--- src/rtl/adc_seq_pkg.sv ---
package adc_seq_pkg;

  localparam int FIRST_HALVES = 50;
  localparam int NORM_HALVES  = 26;
  localparam int AUTO_HALVES  = 27;
  localparam int FIRST_SH     = 27;
  localparam int NORM_SH      = 3;
  localparam int AUTO_SH      = 4;
  localparam int CNT_W        = $clog2(FIRST_HALVES + 1);

  typedef logic [CNT_W-1:0] hcnt_t;

  typedef enum logic [1:0] {
    CONV_FIRST = 2'd0,
    CONV_NORM  = 2'd1,
    CONV_AUTO  = 2'd2
  } conv_kind_e;

  function automatic hcnt_t kind_len(input conv_kind_e k);
    case (k)
      CONV_FIRST: return hcnt_t'(FIRST_HALVES);
      CONV_AUTO:  return hcnt_t'(AUTO_HALVES);
      default:    return hcnt_t'(NORM_HALVES);
    endcase
  endfunction

  function automatic hcnt_t kind_sh(input conv_kind_e k);
    case (k)
      CONV_FIRST: return hcnt_t'(FIRST_SH);
      CONV_AUTO:  return hcnt_t'(AUTO_SH);
      default:    return hcnt_t'(NORM_SH);
    endcase
  endfunction

endpackage

--- src/rtl/adc_seq_ctrl.sv ---
module adc_seq_ctrl
  import adc_seq_pkg::*;
(
  input  logic clk,
  input  logic rst_n,
  input  logic half_tick,
  input  logic en,
  input  logic auto_mode,
  input  logic start_wr,
  input  logic trig,
  input  logic flag_clr,
  output logic busy,
  output logic start_bit,
  output logic done_flag,
  output logic sh_strobe,
  output logic locked,
  output logic done_evt
);

  logic       phase;
  logic       first_pend;
  hcnt_t      hc;
  conv_kind_e kind;
  hcnt_t      len_cur;
  hcnt_t      sh_cur;
  logic       launch;

  always_comb begin
    len_cur   = kind_len(kind);
    sh_cur    = kind_sh(kind);
    launch    = en && half_tick && !busy &&
                (auto_mode ? trig : (start_bit && !phase));
    done_evt  = en && half_tick && busy && (hc == len_cur - hcnt_t'(1));
    locked    = busy && (hc < len_cur - hcnt_t'(2));
    sh_strobe = busy && (hc == sh_cur);
  end

  always_ff @(posedge clk or negedge rst_n) begin
    if (!rst_n) begin
      phase      <= 1'b0;
      first_pend <= 1'b1;
      busy       <= 1'b0;
      start_bit  <= 1'b0;
      done_flag  <= 1'b0;
      hc         <= '0;
      kind       <= CONV_FIRST;
    end else begin
      if (half_tick) phase <= ~phase;
      if (flag_clr)  done_flag <= 1'b0;
      if (done_evt)  done_flag <= 1'b1;
      if (!en) begin
        busy       <= 1'b0;
        start_bit  <= 1'b0;
        first_pend <= 1'b1;
        hc         <= '0;
      end else begin
        if (start_wr) start_bit <= 1'b1;
        if (done_evt) begin
          busy <= 1'b0;
          if (!auto_mode) start_bit <= 1'b0;
        end else if (busy && half_tick) begin
          hc <= hc + hcnt_t'(1);
        end else if (launch) begin
          busy       <= 1'b1;
          hc         <= '0;
          first_pend <= 1'b0;
          kind       <= first_pend ? CONV_FIRST : (auto_mode ? CONV_AUTO : CONV_NORM);
          if (auto_mode) start_bit <= 1'b1;
        end
      end
    end
  end

endmodule

--- src/rtl/adc_sel_shadow.sv ---
module adc_sel_shadow #(
  parameter int CH_W  = 5,
  parameter int REF_W = 2
) (
  input  logic             clk,
  input  logic             rst_n,
  input  logic             sel_wr,
  input  logic [CH_W-1:0]  ch_in,
  input  logic [REF_W-1:0] ref_in,
  input  logic             locked,
  output logic [CH_W-1:0]  act_ch,
  output logic [REF_W-1:0] act_ref
);

  logic [CH_W-1:0]  hold_ch;
  logic [REF_W-1:0] hold_ref;

  always_ff @(posedge clk or negedge rst_n) begin
    if (!rst_n) begin
      hold_ch  <= '0;
      hold_ref <= '0;
      act_ch   <= '0;
      act_ref  <= '0;
    end else begin
      if (sel_wr) begin
        hold_ch  <= ch_in;
        hold_ref <= ref_in;
      end
      if (!locked) begin
        act_ch  <= hold_ch;
        act_ref <= hold_ref;
      end
    end
  end

endmodule

--- src/rtl/adc_res_port.sv ---
module adc_res_port #(
  parameter int RES_W = 10
) (
  input  logic             clk,
  input  logic             rst_n,
  input  logic             cap,
  input  logic [RES_W-1:0] din,
  input  logic             ready,
  output logic             valid,
  output logic [RES_W-1:0] data
);

  always_ff @(posedge clk or negedge rst_n) begin
    if (!rst_n) begin
      valid <= 1'b0;
      data  <= '0;
    end else if (cap) begin
      valid <= 1'b1;
      data  <= din;
    end else if (valid && ready) begin
      valid <= 1'b0;
    end
  end

endmodule

--- src/rtl/adc_conv_seq.sv ---
module adc_conv_seq #(
  parameter int CH_W  = 5,
  parameter int REF_W = 2,
  parameter int RES_W = 10
) (
  input  logic             clk,
  input  logic             rst_n,
  input  logic             half_tick,
  input  logic             en,
  input  logic             auto_mode,
  input  logic             start_wr,
  input  logic             trig,
  input  logic             sel_wr,
  input  logic [CH_W-1:0]  sel_ch_in,
  input  logic [REF_W-1:0] sel_ref_in,
  input  logic             flag_clr,
  input  logic             irq_en,
  input  logic [RES_W-1:0] adc_word,
  input  logic             res_ready,
  output logic             start_bit,
  output logic             busy,
  output logic             sh_strobe,
  output logic             done_flag,
  output logic             irq,
  output logic [CH_W-1:0]  act_ch,
  output logic [REF_W-1:0] act_ref,
  output logic             res_valid,
  output logic [RES_W-1:0] res_data
);

  logic locked;
  logic done_evt;

  adc_seq_ctrl ctrl_i (
    .clk       (clk),
    .rst_n     (rst_n),
    .half_tick (half_tick),
    .en        (en),
    .auto_mode (auto_mode),
    .start_wr  (start_wr),
    .trig      (trig),
    .flag_clr  (flag_clr),
    .busy      (busy),
    .start_bit (start_bit),
    .done_flag (done_flag),
    .sh_strobe (sh_strobe),
    .locked    (locked),
    .done_evt  (done_evt)
  );

  adc_sel_shadow #(.CH_W(CH_W), .REF_W(REF_W)) shadow_i (
    .clk     (clk),
    .rst_n   (rst_n),
    .sel_wr  (sel_wr),
    .ch_in   (sel_ch_in),
    .ref_in  (sel_ref_in),
    .locked  (locked),
    .act_ch  (act_ch),
    .act_ref (act_ref)
  );

  adc_res_port #(.RES_W(RES_W)) res_i (
    .clk   (clk),
    .rst_n (rst_n),
    .cap   (done_evt),
    .din   (adc_word),
    .ready (res_ready),
    .valid (res_valid),
    .data  (res_data)
  );

  assign irq = done_flag && irq_en;

endmodule

--- config.mk ---
export PLATFORM = sky130hd
export DESIGN_NAME = adc_conv_seq
export DESIGN_NICKNAME = d
export VERILOG_FILES = /design/src/rtl/adc_seq_pkg.sv /design/src/rtl/adc_seq_ctrl.sv /design/src/rtl/adc_sel_shadow.sv /design/src/rtl/adc_res_port.sv /design/src/rtl/adc_conv_seq.sv
export SDC_FILE = /design/constraint.sdc
export NUM_CORES = 1
export LEC_CHECK = 0
export BUFFER_PORTS_ARGS = -buffer_cell sky130_fd_sc_hd__buf_2
export CAP_MARGIN = 25
export CORE_ASPECT_RATIO = 1.5
export CORE_MARGIN = 2
export CORE_UTILIZATION = 35
export CTS_CLUSTER_SIZE = 30
export DETAILED_ROUTE_END_ITERATION = 12
export PLACE_DENSITY = 0.6
export SYNTH_ARGS = -nofsm -noshare
export SYNTH_HDL_FRONTEND = slang
export SYNTH_SLANG_ARGS = --single-unit
--- constraint.sdc ---
create_clock -name clk -period 5.31 [get_ports clk]
set_input_delay 0.2655 -clock clk [delete_from_list [all_inputs] [get_ports clk]]
set_output_delay 0.2655 -clock clk [all_outputs]
set_load 0.02 [all_outputs]
==> run summary, run 1 <==
Number of gates resized after cts: 0. Port buffering added 50 buffers. Ranked by total cell area, the synthesized netlist is headed by dfrtp_1 52%, mux2_2 12%, mux2_4 5.1%. For the relative contribution of combinational cells to total power, the log shows 0.135. At the end of the flow, the number of nets in the layout was 220. The depth of the most critical reg-to-reg path came out at 7.

The tools report the count of distinct cell types in the synthesized netlist as 39. The run finished with clean final reports. For the internal power of the cells, the log shows 434 uW. The share of cells above drive strength 1 was 0.479; the leakage dissipation was 0.00116 uW. The type of element launching the critical path is a flop. The run gives 2440 ps as the worst endpoint data arrival time.

The number of clock buffers added by TritonCTS is 5. The maximum fanout along the worst path was 15; the total routed wirelength was 3540 um. The logs give 0 for the number of antenna violations at the first check in global routing and 0 for the number of max-slew violations in the final report.

The worst setup path is of the reg -> reg kind. The root buffer cell chosen for the clock tree is clkbuf_8. The clock-pin slew on the worst setup and hold paths is 70 ps.

The run gives 290 ps as the insertion delay to the later sink of the worst-skew pair. The critical path runs through a total of 7 cells. The run gives 2080 um2 as the instance area at placement. The overall global routing resource usage is 0.137, and the placeable core region is 4850 um2.

The kind of cell with the highest combined delay along the critical path is simple AND/OR/NAND/NOR gates. Timing would allow up to 441 MHz. The first global-routing pass estimated 6140 um of wire.

Relative to the synthesized area, the layout overhead comes to 21.3%. The row count is 31, and the post-CTS repair timing setup buffer count is 0. The biggest area consumer among synthesized cells is dfrtp_1. Yosys instantiated no cell more often than dfrtp_1. Detailed placement finished with a half-perimeter wire length of 2670 um. The tool flagged a number of max-cap violations equal to 0. After the first detailed-routing iteration, the DRC count stood at 26.

The run gives 0 as the number of failing hold endpoints at the final stage. The count of nets left with antenna violations once routing finished came out at 0. The maximum single-stage delay on the critical path works out to 430 ps.

For this run, the leading register cell type out of synthesis is dfrtp_1. The maximum clock path buffer count was 2; the post-detailed-route via-to-cell ratio was 4.78. Counting flops with a built-in enable in the synthesized netlist gives 0. The number of optimization iterations in the first detailed-route pass was 4; the total via count after detailed routing was 1,214. Setup repair after global routing left no endpoint under its margin. After synthesis, the most frequently instantiated cells are 37 x dfrtp_1, 19 x mux2_2, 8 x nor2_1. The clock skew was 8.14 ps.

TritonCTS built the clock tree. Entering global routing, the biggest net connects 39 pins. At the worst endpoint, the required time is 5480 ps.

The share of the clock period used by the worst path after layout is 0.427, and the synthesized area per cell is 13.2 um2. Across the VDD grid, the largest voltage drop is 0.000200 V. Summed over all layers, the global routing overflow is 0. The tools report the maximum level of the CTS H-tree as 2. For the sequential fraction of design power, the log shows 0.549. The tools report the gate count of the mapped netlist as 135. At the pin with the least slew margin, the transition time is 838 ps. Setup total negative slack: 0 ps.

The switching part of the total is 0.256. The finished layout cell area is 2160 um2, and the number of top-level design ports is 51. The final RePlAce weighted congestion was 0.776.

The initial cell density of the core was 0.367. The number of antenna diodes in the final layout is 0. Counting I/O delays and the setup requirement, the final critical path takes 2270 ps. After detailed routing, the average wire length per cell comes to 13.9 um. The final standard cell utilization of the core was 0.446. In this run the vertical extent of the chip is 91.4 um. The total nets after synthesis is 167.

The logs give 5690 um2 for the die area and 0 for the number of synthesis warnings. Counting every sink on the clock net gives 38. The run gives 0.534 as the sequential area share after synthesis.

The proportion of register bits with asynchronous set or reset after synthesis is 1.00, and the die outline width is 62.3 um. Area share of the leading cell type in the synthesized netlist: 0.520. The mapped cell area is 1780 um2, and the power spent charging and discharging nets is 149 uW. Synthesis inferred 38 register bits. The type of the worst min-delay path was in -> async. The DRC violations left was 0; the number of global-route vias before repair was 1,313. The run gives 0.316 as the clock network power share. Slowest cell on the critical path: dfrtp_1. STA classifies the critical path endpoint as a flop. The number of hold-repair buffers added at the cts stage is 0. Walking the worst path, the cells encountered are nor2b_4, ha_1, nand2b_4, nor3b_4, nand4b_4, and4b_1, a211o_1.

The worst slew margin relative to its limit came out at 0.441. The total buffers and inverters traversed by the critical path is 0. The worst register-to-register path has a setup slack of 3040 ps. Dividing total power by cell area gives a power density of 270 nW/um2.

Setup violations remaining at the end of the flow were counted as 0.
## power groups by stage
stage | logic [uW] | registers, uW | clock network [uW]
3_5_place_dp | 80.4 | 326 | 0
2_1_floorplan | 40.5 | 333 | 0
4_1_cts | 80.7 | 321 | 191
6_report | 78.7 | 320 | 184
5_1_grt | 87.8 | 323 | 202
3_3_place_gp | 78.6 | 324 | 0
## sequential cells by signal (all words and copies together) (netlist names)
register           flops
ctrl_i.done_flag       1
shadow_i.act_ch        5
res_i.data            10
shadow_i.hold_ch       5
ctrl_i.kind            2
ctrl_i.hc              6
shadow_i.hold_ref      2
ctrl_i.start_bit       1
res_i.valid            1
shadow_i.act_ref       2
ctrl_i.busy            1
ctrl_i.first_pend      1
ctrl_i.phase           1
## cells by family (layout without fill, tap and decap cells)
kind of cell,after synthesis,after routing,synth area share
multiplexers,26,26,0.176
buffers and inverters,10,63,0.0302
AND/OR/NAND/NOR,34,34,0.129
AO/OA/AOI/OAI,19,19,0.0780
XOR/XNOR,4,4,0.0239
adder cells (fa/ha/maj),4,4,0.0281
flip-flops,38,38,0.534
## worst reg2reg max path, cell delays in order (launching register included)
cell	delay [ps]
dfrtp_1	430
nor2b_4	170
ha_1	250
nand2b_4	150
nor3b_4	280
nand4b_4	310
and4b_1	310
a211o_1	260
## final cells by class
cell class              count  area [um2]
fillers                   452        2690
flip-flops and latches     38         952
multi-input cells          87         776
repair buffers             50         250
well taps                  66        82.6
clock buffers               5        68.8
inverters                   6        22.5
clock inverters             2        10.0
## per-stage QoR
stage / power [uW] / cells / setup WS, ps / hold slack (ps)
3_3_place_gp: 403 / 247 / 3100 / 395
5_1_grt: 614 / 254 / 2910 / 149
3_5_place_dp: 406 / 247 / 3050 / 414
2_1_floorplan: 373 / 135 / 3370 / -30.1
4_1_cts: 592 / 254 / 3010 / 98.0
6_report: 583 / 254 / 3040 / 73.2
## routing by layer
metal  global-route usage  routed length, um  vias up
met2                0.252               1890       36
met5                    0                  0        -
met4               0.0611                 63        0
met1                0.144               1390      594
met3               0.0359                194        4
li1                     -                  -      580
## layout by cell type, fill, tap and decap left out, drive strengths merged, types with 2 or more instances in the layout
| cell | instances |
|---|---|
| buf | 50 |
| dfrtp | 37 |
| nand2 | 4 |
| nor3b | 4 |
| nor2b | 2 |
| a211o | 2 |
| inv | 6 |
| and2 | 2 |
| and3 | 2 |
| o21ai | 6 |
| xor2 | 2 |
| a31oi | 2 |
| nand3 | 4 |
| a22o | 3 |
| nor3 | 3 |
| ha | 4 |
| clkbuf | 5 |
| xnor2 | 2 |
| clkinv | 2 |
| mux2 | 25 |
| nor2 | 8 |
## worst paths after layout
path,startpoint,end
setup / recovery,ctrl_i.kind[0],ctrl_i.hc[2]
hold / removal,rst_n,shadow_i.hold_ref[0]
setup reg to reg,ctrl_i.kind[0],ctrl_i.hc[2]
hold reg to reg,ctrl_i.phase,ctrl_i.phase
max in group asynchronous,rst_n,ctrl_i.hc[5]
min in group clk,flag_clr,ctrl_i.done_flag
(Power assumes the default switching activity.)
==> run 2, diff against run 1 <==
==> constraint.sdc (replaced) <==
create_clock -name clk -period 2.2 [get_ports clk]
set_input_delay 0.11 -clock clk [delete_from_list [all_inputs] [get_ports clk]]
set_output_delay 0.11 -clock clk [all_outputs]
set_load 0.02 [all_outputs]
==> run 2 against run 1 <==
Routed wire length shrank 1.1%; clock skew shrank 3.6 ps; highest routed layer unchanged; largest power group unchanged; clock power increased to 3.2 times the previous value; critical endpoint is now sh_strobe; sequential power grew 140%; clock-buffer cell count is 1 higher; register-to-register slack got worse by 2900 ps; critical path depth decreased by 1; cell count up 2.0%.
==> run summary, run 2 (same netlist as run 1, synthesis figures left out) <==
The number of gates resized after cts was 0. The top cell types in the final layout, fill and taps aside, are 50 x buf_2, 37 x dfrtp_1, 19 x mux2_2, 8 x nor2_1. The worst-case IR drop observed on VDD is 0.000407 V.

The maximum single-stage delay on the critical path is 430 ps, and the number of max-slew violations in the final report is 0. The type of element launching the critical path was a flop. Overall global routing resource usage: 0.136.

In this run the worst hold path is classified as in -> reg. On the final layout, the worst clock skew is 4.56 ps. For the worst flop-to-flop path, the logic depth is 7.

The max-capacitance violation count was 0. In this run the vertical extent of the chip is 91.4 um. The share of the clock period used by the worst path after layout was 0.930.

In the post-route analysis, the smallest setup slack over all paths is 155 ps. After global routing the overflow that remains totals 0. The power per cell area came out at 696 nW/um2. The endpoint of the worst setup timing path was sh_strobe. Counting every sink on the clock net gives 38.

The critical path goes through nor2_1, mux2i_1, nor3b_1, a31oi_1, nor4_1, buf_2. TritonCTS built the clock tree. Before CTS, the worst setup slack after placement is 58.3 ps. Setup repair after global routing left no endpoint under its margin. The cell family with the largest share of critical-path delay is simple AND/OR/NAND/NOR gates.

The path length in cells of the critical path was 6; the die area was 5690 um2. The net count of the finished layout is 225. The flow ran to the end, and the final reports show no timing, DRC or antenna violations. The number of optimization iterations in the first detailed-route pass was 4. The maximum number of pins on one net before global-route repair was 39; the number of top-level design ports was 51. The register with the highest flop count was res_i.data.

Hold timing on the final database bottoms out at a slack of 49.9 ps. Across all register-to-register paths, the minimum setup slack is 160 ps. The type of the worst setup path is reg -> out. The peak clock frequency supported by timing is 489 MHz. The number of antenna diodes in the final layout is 0. For the number of antenna violations at the first check in global routing, the log shows 0.

The final cell count without fillers is 259. The tools report the wire length of the first global-routing pass as 6130 um. CTS placed an instance of clkbuf_8 at the clock tree root. Counting along the longest clock path gives a buffer depth of 2. The clock-pin slew on the worst setup and hold paths came out at 70 ps.

Wires add up to 3500 um. In this run the number of H-tree levels came out at 2. The worst register-to-register path ends at res_i.data[0].

In this run the horizontal extent of the chip is 62.3 um. The share of cells above drive strength 1 was 0.477. The largest individual stage delay along the critical path comes from the cell dfrtp_1.

The total buffers and inverters traversed by the critical path is 1, and the setup total negative slack is 0 ps. In the routed design, unresolved DRC markers number 0. The initialized floorplan defines 31 standard-cell rows. The tools report the launching element of the worst setup path as ctrl_i.kind[0]. Dividing the detail-routed via count by the number of cells gives 4.74.

The worst path required time was 2090 ps. Buffers placed on the I/O ports in this run total 50. STA classifies the critical path endpoint as an output port. Initial cell density of the core: 0.367. Relative to the synthesized area, the layout overhead comes to 25.8%. The tools report the number of buffers inserted during clock tree synthesis as 5. The congestion estimate from routability-driven global placement came to 0.849. The worst hold path begins at sel_ch_in[1]. The largest registers in the layout are res_i.data: 10 flops, ctrl_i.hc: 6 flops. The pin slew with the least headroom to its limit is 814 ps. The most common library cell in the layout ignoring fill and taps is buf_2. For the worst-skew pair, the clock arrives at the later sink with an insertion delay of 280 ps. The number of failing hold endpoints at the final stage was 0.

Minimum clock period: 2050 ps. The tools report the reg-to-reg startpoint as ctrl_i.kind[0]. In the final routed layout, each cell accounts on average for 13.5 um. Summing over every cut layer, the via total after detailed routing is 1,228. The leakage dissipation was 0.00119 uW. The count of placed standard cells including taps was 248. For the worst slew margin relative to its limit, the log shows 0.457. The detail route stage leaves a number of antenna-violating nets equal to 0. For the number of global-route vias before repair, the log shows 1,394.

The detailed router finished its first iteration with 23 violations. The number of flip-flops under the largest register name works out to 10. Along the worst path, the maximum fanout reaches 4.

The core region is 4850 um2. The setup violation total in the final timing report was 0; the worst endpoint data arrival time was 1940 ps. Sum of net half-perimeters after detailed placement: 2660 um.
[run 2: cell types whose count changed in the layout (fill, tap and decap cells not counted), sizes merged]
cell,change
buf,+2
clkinv,-2
dlygate4sd3,+3
bufinv,+1
clkbuf,+1
[run 2: metrics by stage]
stage           util  total power (uW)  cell area [um2]
2_1_floorplan      -               901             1780
3_3_place_gp   0.431               972             2090
3_5_place_dp   0.431               980             2090
4_1_cts        0.461              1580             2230
5_1_grt        0.462              1640             2240
6_report       0.462              1560             2240
[run 2: metal layers]
metal,global-route usage,vias to the layer above,part of all wire
li1,-,593,-
met1,0.149,590,0.40
met2,0.243,39,0.54
met3,0.0384,6,0.044
met4,0.0611,0,0.020
met5,0,-,0
[run 2: worst min path at each step]
stage	end	slack, ps	cells past startpoint
after floorplan	ctrl_i.busy	-190	0
after global placement	shadow_i.act_ref[0]	240	1
after detailed placement	shadow_i.act_ref[0]	250	1
after CTS	res_i.data[6]	40	2
after global routing	res_i.data[6]	40	2
final	shadow_i.hold_ch[1]	50	2
[run 2: layout make-up]
class	instances	area [um2]
Fill cell	452	2610
Sequential cell	38	952
Multi-Input combinational cell	87	776
Timing Repair Buffer	55	295
Clock buffer	6	82.6
Tap cell	66	82.6
Clock inverter	1	30.0
Inverter	6	22.5
[run 2: power by group]
part           internal [uW]  switching, uW  total [uW]
sequential               745           28.3         773
clock                    362            228         590
combinational           95.2            101         196
total                   1200            357        1560
[run 2: worst register-to-register path: stages (launching register included)]
cell and delay, ps:
dfrtp_1 430, nor2b_4 170, ha_1 250, nand2b_4 150
nor3b_4 270, nand4b_4 130, buf_4 220, mux2_4 310
[run 2: what timing repair did]
action,in CTS,in global routing
setup endpoints to repair,0,7
buffers inserted,0,1
hold buffers,3,0
endpoints found under the hold margin,39,0
==> run 3, diff against run 2 <==
==> constraint.sdc (replaced) <==
create_clock -name clk -period 2.17 [get_ports clk]
set_input_delay 0.1085 -clock clk [delete_from_list [all_inputs] [get_ports clk]]
set_output_delay 0.1085 -clock clk [all_outputs]
set_load 0.02 [all_outputs]
==> run 3 against run 2 <==
Largest cell class unchanged; non-clock buffer count did not move; clock skew down 1.3 ps; worst setup slack worse by 52 ps; worst hold slack worse by 36 ps; first-iteration DRC count rose by 65%; die area did not move; register-to-register slack got worse by 60 ps; critical path depth is 1 higher; combinational power rose by 4%.
==> run summary, run 3 (same netlist as run 1, synthesis figures left out) <==
In the routed design, unresolved DRC markers number 0. The pin slew with the least headroom to its limit was 837 ps; the initial cell density of the core was 0.367. After floorplanning, the core was divided into 31 placement rows. Fill cells in the final layout number 463. Traced cell by cell, the critical path runs through nor2b_4, ha_1, nand2b_4, nor3b_4, nand4b_4, buf_4, mux2_4. The total buffers and inverters traversed by the critical path is 1, and the worst reg-to-reg setup slack is 100 ps. Clock-pin slew was measured on the worst setup and hold paths at 70 ps.

Kind of end point of the critical path: a flop. Derived from the worst setup path, the maximum achievable clock frequency is 484 MHz. The clock period could shrink to 2070 ps. The tools report the final RePlAce weighted congestion as 0.787.

On the critical path the largest part of the delay comes from simple AND/OR/NAND/NOR gates. Leaving out fill and tap cells, the most frequent cell in the layout is buf_2. From left edge to right edge, the die measures 62.3 um. The final cell count without fillers came out at 260.

Once detailed placement completed, the half-perimeter wirelength came to 2740 um. The clock passes through at most 2 buffers. The setup path with the least slack is of type reg -> reg. The run gives 776 um2 as the area taken by multi-input logic gates. On the worst path, the slowest cell contributes a delay of 420 ps. Number of flip-flops under the largest register name: 10. The setup total negative slack was 0 ps. The setup violation total in the final timing report was 0. The post-CTS repair timing setup buffer count was 0.

The placed instances occupy a cell area of 2110 um2. The total via count after detailed routing was 1,297; the post-detailed-route via-to-cell ratio was 4.99. Max-cap violations in this run came to 0. The worst slack at placement came out at 97.0 ps. The largest registers in the layout are res_i.data: 10 flops, ctrl_i.hc: 6 flops. Entering global routing, the biggest net connects 39 pins. Port buffering added 50 buffers. The tree is rooted in a clkbuf_8. Across all setup checks in the final design, the least slack found is 102 ps.

The region available for standard cell placement spans 4850 um2. The worst slew margin relative to its limit was 0.442. The finished cells cover 2220 um2.

The worst hold path belongs to the class in -> reg. Pin placement for this block handled 51 I/O pins. The top cell types in the final layout, fill and taps aside, are 50 x buf_2, 37 x dfrtp_1, 19 x mux2_2, 8 x nor2_1. The run gives 2 as the maximum level of the CTS H-tree. The count of placed standard cells including taps is 250.

Share of the clock period used by the worst path after layout: 0.953. After global routing the overflow that remains totals 0. Antenna diode count: 0. The register with the most flip-flops in the final layout is res_i.data. IR analysis of the VDD net gives a maximum drop of 0.000412 V.

For the number of clock sinks, the log shows 38. At the later pin of the worst-skew pair, clock insertion delay measures 280 ps. The number of hold-repair buffers added at the cts stage is 2, and the net total in the final layout is 225.

The number of global-route vias before repair came out at 1,411. The run gives 0 as the number of max-slew violations in the final report. The tools report the worst path required time as 2340 ps. The run finished with clean final reports. The number of antenna violations at the first check in global routing was 0. The detailed router's first-iteration violation count came out at 38.

The worst setup path is launched from a flop. Once detail routing completed, the nets flagged for antenna violations numbered 0. The tools report the number of failing hold endpoints at the final stage as 0. The area growth from synthesis to layout is 24.4%. The wire length of the first global-routing pass was 6450 um.

The power per cell area is 668 nW/um2, and the die extent in y is 91.4 um. Setup repair after global routing left no endpoint under its margin. The die area came out at 5690 um2. For the leakage dissipation, the log shows 0.00119 uW. The tools report the overall global routing resource usage as 0.144. After detailed routing, the average wire length per cell comes to 14.2 um. The tools report the number of gates resized after cts as 0. TritonCTS built the clock tree.

The clock skew is 3.24 ps. Clock tree synthesis inserted a total of 5 buffers. Share of cells above drive strength 1: 0.479.

The tightest hold path in the finished design has a slack of 13.8 ps. Area taken by flip-flops and latches: 952 um2. Of all nets on the critical path, the largest fanout is 14. The slowest stage of the critical path is the dfrtp_1 cell. The number of optimization iterations in the first detailed-route pass came out at 4.

The tools report the worst endpoint data arrival time as 2240 ps. The total routed wirelength came out at 3700 um.
==> run 3: changes by cell type in the layout (fill, tap and decap cells not counted) <==
| cell | previous run | this run |
|---|---|---|
| buf_4 | 2 | 3 |
| bufinv_16 | 1 | 0 |
| clkbuf_1 | 0 | 1 |
| clkinv_2 | 0 | 1 |
| dlygate4sd3_1 | 3 | 2 |
==> run 3: path summary, 6_finish.rpt <==
path                                 from             endpoint  cells past startpoint
setup / recovery           ctrl_i.kind[0]        res_i.data[1]                      7
hold / removal                  res_ready          res_i.valid                      2
setup reg to reg           ctrl_i.kind[0]        res_i.data[1]                      7
hold reg to reg              ctrl_i.phase         ctrl_i.phase                      1
max in group asynchronous           rst_n         ctrl_i.hc[0]                      2
min in group asynchronous           rst_n  shadow_i.act_ref[0]                      2
==> run 3: cell type report <==
cell class / instances / share of cell area
multi-input cells: 87 / 0.350
well taps: 66 / 0.0372
inverters: 6 / 0.0102
repair buffers: 55 / 0.132
clock inverters: 1 / 0.00226
clock buffers: 7 / 0.0389
flip-flops and latches: 38 / 0.429
==> run 3: metrics by stage <==
stage	util	total power [uW]
2_1_floorplan	-	913
3_3_place_gp	0.434	993
3_5_place_dp	0.434	1000
4_1_cts	0.457	1500
5_1_grt	0.457	1560
6_report	0.457	1480
==> run 3: routing by layer <==
metal	routed length, um	global-route usage
met5	0	0
met4	134	0.0870
met3	176	0.0384
met2	1980	0.250
met1	1410	0.155
==> run 3: where the power goes <==
part           total [uW]  internal (uW)  switching (uW)  leakage, uW
Clock                 492            256             236    0.0000482
Combinational         204           99.5             105     0.000646
Sequential            785            755            29.4     0.000491
Total                1480           1110             370      0.00119
